[src/rtl/spi_srwp_pkg.sv]
package spi_srwp_pkg;

    localparam int OP_BITS    = 8;
    localparam int FRAME_BITS = 16;
    localparam int SR_W       = 8;

    localparam logic [7:0] OPC_EN_A  = 8'h06;
    localparam logic [7:0] OPC_EN_B  = 8'h50;
    localparam logic [7:0] OPC_WRITE = 8'h01;

    localparam int POS_BP0  = 2;
    localparam int POS_BP1  = 3;
    localparam int POS_BP2  = 4;
    localparam int POS_LOCK = 7;
    localparam int POS_WEL  = 1;

    typedef struct packed {
        logic       lock;
        logic [2:0] bp;
    } prot_t;

    typedef enum logic [1:0] {
        FK_OTHER  = 2'd0,
        FK_ENABLE = 2'd1,
        FK_WRITE  = 2'd2,
        FK_ABORT  = 2'd3
    } frame_kind_t;

    typedef struct packed {
        frame_kind_t kind;
        logic [7:0]  data;
    } frame_t;

    function automatic logic is_enable_op(input logic [7:0] op);
        return (op == OPC_EN_A) || (op == OPC_EN_B);
    endfunction

    function automatic prot_t prot_from_byte(input logic [7:0] d);
        prot_t p;
        p.lock = d[POS_LOCK];
        p.bp   = {d[POS_BP2], d[POS_BP1], d[POS_BP0]};
        return p;
    endfunction

    function automatic logic [SR_W-1:0] status_image(input prot_t p, input logic wel);
        logic [SR_W-1:0] s;
        s           = '0;
        s[POS_LOCK] = p.lock;
        s[POS_BP2]  = p.bp[2];
        s[POS_BP1]  = p.bp[1];
        s[POS_BP0]  = p.bp[0];
        s[POS_WEL]  = wel;
        return s;
    endfunction

    function automatic logic write_permitted(input logic wp_n_level, input prot_t cur);
        return wp_n_level || !cur.lock;
    endfunction

endpackage

[src/rtl/spi_srwp_sync.sv]
module spi_srwp_sync #(
    parameter int STAGES = 2
) (
    input  logic clk,
    input  logic rst,
    input  logic cs_n,
    input  logic sck,
    input  logic mosi,
    input  logic wp_n,
    output logic cs_n_s,
    output logic mosi_s,
    output logic wp_n_s,
    output logic sck_rise,
    output logic cs_rise
);
    localparam int         BUNDLE_W = 4;
    localparam logic [3:0] RST_VEC  = 4'b1001;

    logic [STAGES-1:0][BUNDLE_W-1:0] stg;
    logic [BUNDLE_W-1:0]             raw;
    logic [BUNDLE_W-1:0]             last;
    logic                            sck_s;
    logic                            sck_d;
    logic                            cs_d;

    assign raw = {wp_n, mosi, sck, cs_n};

    generate
        if (STAGES == 1) begin : g_single
            always_ff @(posedge clk) begin
                if (rst) stg <= RST_VEC;
                else     stg <= raw;
            end
        end else begin : g_chain
            always_ff @(posedge clk) begin
                if (rst) stg <= {STAGES{RST_VEC}};
                else     stg <= {stg[STAGES-2:0], raw};
            end
        end
    endgenerate

    assign last   = stg[STAGES-1];
    assign cs_n_s = last[0];
    assign sck_s  = last[1];
    assign mosi_s = last[2];
    assign wp_n_s = last[3];

    always_ff @(posedge clk) begin
        if (rst) begin
            sck_d <= 1'b0;
            cs_d  <= 1'b1;
        end else begin
            sck_d <= sck_s;
            cs_d  <= cs_n_s;
        end
    end

    assign sck_rise = sck_s & ~sck_d & ~cs_n_s;
    assign cs_rise  = cs_n_s & ~cs_d;

endmodule

[src/rtl/spi_srwp_rx.sv]
module spi_srwp_rx
    import spi_srwp_pkg::*;
#(
    parameter int CNT_W = 5
) (
    input  logic   clk,
    input  logic   rst,
    input  logic   cs_n_s,
    input  logic   sck_rise,
    input  logic   mosi_s,
    output frame_t frame
);
    localparam logic [CNT_W-1:0] CNT_MAX  = {CNT_W{1'b1}};
    localparam logic [CNT_W-1:0] CNT_OP   = CNT_W'(OP_BITS);
    localparam logic [CNT_W-1:0] CNT_OPL  = CNT_W'(OP_BITS - 1);
    localparam logic [CNT_W-1:0] CNT_FULL = CNT_W'(FRAME_BITS);

    logic [FRAME_BITS-1:0] shreg;
    logic [CNT_W-1:0]      cnt;
    logic [OP_BITS-1:0]    opcode;

    always_ff @(posedge clk) begin
        if (rst) begin
            shreg  <= '0;
            cnt    <= '0;
            opcode <= '0;
        end else if (cs_n_s) begin
            cnt <= '0;
        end else if (sck_rise) begin
            shreg <= {shreg[FRAME_BITS-2:0], mosi_s};
            if (cnt != CNT_MAX) cnt <= cnt + 1'b1;
            if (cnt == CNT_OPL) opcode <= {shreg[OP_BITS-2:0], mosi_s};
        end
    end

    always_comb begin
        frame.kind = FK_OTHER;
        frame.data = shreg[7:0];
        if (cnt >= CNT_OP) begin
            if (opcode == OPC_WRITE)
                frame.kind = (cnt == CNT_FULL) ? FK_WRITE : FK_ABORT;
            else if (is_enable_op(opcode) && cnt == CNT_OP)
                frame.kind = FK_ENABLE;
        end
    end

endmodule

[src/rtl/spi_srwp_reg.sv]
module spi_srwp_reg
    import spi_srwp_pkg::*;
(
    input  logic   clk,
    input  logic   rst,
    input  logic   frame_end,
    input  frame_t frame,
    input  logic   wp_n_s,
    output prot_t  prot,
    output logic   wel
);
    always_ff @(posedge clk) begin
        if (rst) begin
            prot <= '0;
            wel  <= 1'b0;
        end else if (frame_end) begin
            unique case (frame.kind)
                FK_ENABLE: wel <= 1'b1;
                FK_WRITE: begin
                    wel <= 1'b0;
                    if (wel && write_permitted(wp_n_s, prot))
                        prot <= prot_from_byte(frame.data);
                end
                FK_ABORT: wel <= 1'b0;
                default:  ;
            endcase
        end
    end

endmodule

[src/rtl/spi_srwp_ctrl.sv]
module spi_srwp_ctrl
    import spi_srwp_pkg::*;
#(
    parameter int SYNC_STAGES = 2,
    parameter int CNT_W       = 5
) (
    input  logic            clk,
    input  logic            rst,
    input  logic            cs_n,
    input  logic            sck,
    input  logic            mosi,
    input  logic            wp_n,
    output logic            miso,
    output logic            miso_oe,
    output logic [SR_W-1:0] status
);
    logic   cs_n_s;
    logic   mosi_s;
    logic   wp_n_s;
    logic   sck_rise;
    logic   frame_end;
    frame_t frm;
    prot_t  prot;
    logic   wel;

    spi_srwp_sync #(.STAGES(SYNC_STAGES)) u_sync (
        .clk      (clk),
        .rst      (rst),
        .cs_n     (cs_n),
        .sck      (sck),
        .mosi     (mosi),
        .wp_n     (wp_n),
        .cs_n_s   (cs_n_s),
        .mosi_s   (mosi_s),
        .wp_n_s   (wp_n_s),
        .sck_rise (sck_rise),
        .cs_rise  (frame_end)
    );

    spi_srwp_rx #(.CNT_W(CNT_W)) u_rx (
        .clk      (clk),
        .rst      (rst),
        .cs_n_s   (cs_n_s),
        .sck_rise (sck_rise),
        .mosi_s   (mosi_s),
        .frame    (frm)
    );

    spi_srwp_reg u_reg (
        .clk       (clk),
        .rst       (rst),
        .frame_end (frame_end),
        .frame     (frm),
        .wp_n_s    (wp_n_s),
        .prot      (prot),
        .wel       (wel)
    );

    assign status  = status_image(prot, wel);
    assign miso    = 1'b0;
    assign miso_oe = 1'b0;

endmodule

[config.mk]
export PLATFORM = sky130hd
export DESIGN_NAME = spi_srwp_ctrl
export DESIGN_NICKNAME = d
export VERILOG_FILES = /design/src/rtl/spi_srwp_pkg.sv /design/src/rtl/spi_srwp_sync.sv /design/src/rtl/spi_srwp_rx.sv /design/src/rtl/spi_srwp_reg.sv /design/src/rtl/spi_srwp_ctrl.sv
export SDC_FILE = /design/constraint.sdc
export NUM_CORES = 1
export LEC_CHECK = 0
export ABC_CLOCK_PERIOD_IN_PS = 5100
export BUFFER_PORTS_ARGS = -buffer_cell sky130_fd_sc_hd__buf_2
export CORE_MARGIN = 5
export CORE_UTILIZATION = 30
export DETAILED_ROUTE_END_ITERATION = 8
export SLEW_MARGIN = 20
export SYNTH_ARGS = -nofsm -noshare
export SYNTH_HDL_FRONTEND = slang
export SYNTH_HIERARCHICAL = 1
export SYNTH_SLANG_ARGS = --single-unit
[constraint.sdc]
create_clock -name clk -period 5.1 [get_ports clk]
set_clock_uncertainty 0.15 [all_clocks]
set_input_delay 0.255 -clock clk [delete_from_list [all_inputs] [get_ports clk]]
set_output_delay 0.255 -clock clk [all_outputs]
set_load 0.02 [all_outputs]
==> summary.md <==
| Metric | Value |
|---|---|
| Library cells used by synthesis | 35 |
| WL/cell | about 11 um |
| Leading cell types in the layout, fill and taps excluded | dfxtp_1 (36), a21oi_1 (21), nand2_1 (20) |
| Ys flop type | dfxtp_1 |
| Most common cell after layout, fill and taps aside | dfxtp_1 |
| CTS tree | built |
| Final Cycle Share | 0.383 |
| Gr usage total | 0.0954 |
| Worst-Margin Slew | ~0.55 ns |
| Register area share after synthesis | 0.473 |
| Syn Area/Cell | around 9.1 um2 |
| Status | finished clean |
| EDFF count, synth | 0 |
| IO Pins | 16 |
| Critical Path AT | between 2 and 2.5 ns |
| Max Clock Freq | between 500 and 600 MHz |
| Peak VDD IR | around 190 uV |
| Final Hold Viols | 0 |
| IO Port Bufs | 10 |
| Max FO, Critical Path | 4 |
| Leakage | approximately 0.6 nW |
| Largest net degree at the start of global routing | 37 |
| Synth area leaders | dfxtp_1 (47%), a21oi_1 (6.9%), nand2_1 (4.9%) |
| Most frequent CP cell | ha_1 |
| Yosys Warn Count | 6 |
| WHS | between 0.02 and 0.03 ns |
| Synth top area share | 0.473 |
| DR vias/cell | 4.49 |
| Power density over the cells | 321 nW/um2 |
| # fillers | between 500 and 600 |
| Cell count after synthesis | around 170 |
| Crit. Startpoint | u_rx/cnt[0] |
| Initial DRC Count | 70 |
| First-pass GRT wire length | around 4800 um |
| CP startpoint kind | flop |
| Required @ worst endpoint | roughly 5.2 ns |
| Congestion Overflow GR | 0 |
| Initial Utilization | 0.304 |
| Slew margin rel. | 0.631 |
| Skew-Pair Late Insertion Delay | slightly below 0.3 ns |
| Drc violations | 0 |
| Final ANT Viol Nets | 0 |
| Clock-pin slew on the worst setup and hold paths | approximately 0.080 ns |
| Num CTS Buffers | 5 |
| Critical Path Sink Type | flop |
| Yosys top cell by area | dfxtp_1 |
| Vias | 1,119 |
| Reg-to-Reg Start | u_rx/cnt[0] |
| Diodes inserted | 0 |
| Die height | 81.2 um |
| Cell family with most CP delay | simple AND/OR/NAND/NOR gates |
| CTS Buffer Depth | 2 |
| Worst path max stage delay | ~0.38 ns |
| Final worst path period need | a little under 2 ns |
| Area grow syn2layout | 12.7% |
| Final wirelength | between 2000 and 3000 um |
| Root buffer cell | clkbuf_8 |
| TritonRoute pass-1 iters | 4 |
| Final nets | 187 |
| Setup TNS Final | 0 ns |
| Worst-path cell chain | ha_1, and3_2, ha_1, nand2b_1, or3_1, a21oi_1 |
| Max-slew violations | 0 |
| CP max stage cell | or3_1 |
| FFs w/ async S/R, synth | 0 |
| Core Area | approximately 5000 um2 |
| # rows | 26 |
| FF+latch count, synth | 36 |
| Die X | between 80 and 90 um |
| Die area | 6600 um2 |
| Cell area after synthesis | ~1500 um2 |
| Layout cell share with drive strength beyond 1 | 0.123 |
| Initial antenna violation count | 0 |
| HP Class | primary input to flop |
| WP buf/inv | 0 |
| Vias in the first global route | about 1,100 |
| CP Class | flop to flop |
| # clock sinks | 36 |
| Hold Startpoint | sck |
| GP Congestion | roughly 0.77 |
| Max-cap viol count | 0 |
| Final number of setup-violating endpoints | 0 |
| Post-cts resize count | 0 |
| Number of H-tree levels | 2 |
| RSZ-0062 raised after global routing | false |
| Final HPWL DP | 1770 um |
-- what timing repair did --
item                                   CTS  global route
endpoints found under the hold margin    2             0
hold buffers                             2             0
buffers inserted                         0             0
-- synth_stat cells, drive strengths merged (2+ instances only) --
cell	number
dfxtp	36
a21oi	22
nand2	20
buf	11
nand2b	10
nand3	10
o21ai	10
nor2b	7
or2	6
nor2	5
mux2i	4
ha	3
inv	3
nand4bb	2
nor4bb	2
-- layer usage --
layer,vias up,GRT usage,share of wire
met5,-,0,0
met4,0,0.0642,0.027
met3,4,0.0277,0.046
met2,22,0.154,0.45
met1,517,0.109,0.48
li1,576,-,-
-- final cells by class --
class                      instances  area, um2  area share
timing repair buffer              12       70.1      0.0408
inverter                           3       11.3     0.00656
tap                               70       87.6      0.0511
sequential                        36        721       0.420
clock inverter                     3       42.5      0.0248
clock buffer                       5       68.8      0.0401
multi-input combinational        120        714       0.416
-- power by group --
part	internal (mW)	total [mW]	leakage (nW)	switching, mW
sequential	0.284	0.285	0.292	0.00117
clock	0.145	0.250	0.0541	0.106
combinational	0.00552	0.0146	0.249	0.00908
-- worst register-to-register path: stages (launching register included) --
cell and delay [ns]:
dfxtp_1 0.36, ha_1 0.25, and3_2 0.22, ha_1 0.20, nand2b_1 0.20, or3_1 0.38
a21oi_1 0.15
-- through the flow --
stage / worst slack [ns] / utilization / cells / power [mW] / cell area, um2
after floorplan: 3.31 / - / 171 / 0.305 / 1540
after global placement: 3.20 / 0.316 / 239 / 0.305 / 1580
after detailed placement: 3.19 / 0.316 / 239 / 0.305 / 1580
after CTS: 3.16 / 0.342 / 249 / 0.557 / 1720
after global routing: 2.93 / 0.342 / 249 / 0.570 / 1720
final: 3.15 / 0.342 / 249 / 0.550 / 1720
-- state kept, by name (all words and copies together), names as in the netlist --
name          flops
u_reg/prot        4
u_rx/opcode       8
u_sync/cs_d       1
u_reg/wel         1
u_rx/cnt          5
u_sync/last       4
u_sync/sck_d      1
u_rx/shreg        8
u_sync/stg        4
-- kinds of logic (layout without fill, tap and decap cells) --
family          after synthesis  in the layout  share of synthesized area
simple gates                 72             72                      0.272
flops                        36             36                      0.473
compound gates               34             34                      0.122
buf+inv                      15             23                     0.0674
mux                           4              4                     0.0263
fa+ha+maj                     3              3                     0.0247
xor+xnor                      2              2                     0.0115
other cells                   1              5                    0.00246
-- final timing paths --
path                          to  cells past startpoint  slack (ns)
setup reg to reg     u_rx/cnt[3]                      6        3.15
hold reg to reg   u_sync/last[3]                      1        0.26
setup / recovery     u_rx/cnt[3]                      6        3.15
hold / removal     u_sync/stg[1]                      2        0.03
Note: power is estimated with default switching activity, not from simulation.
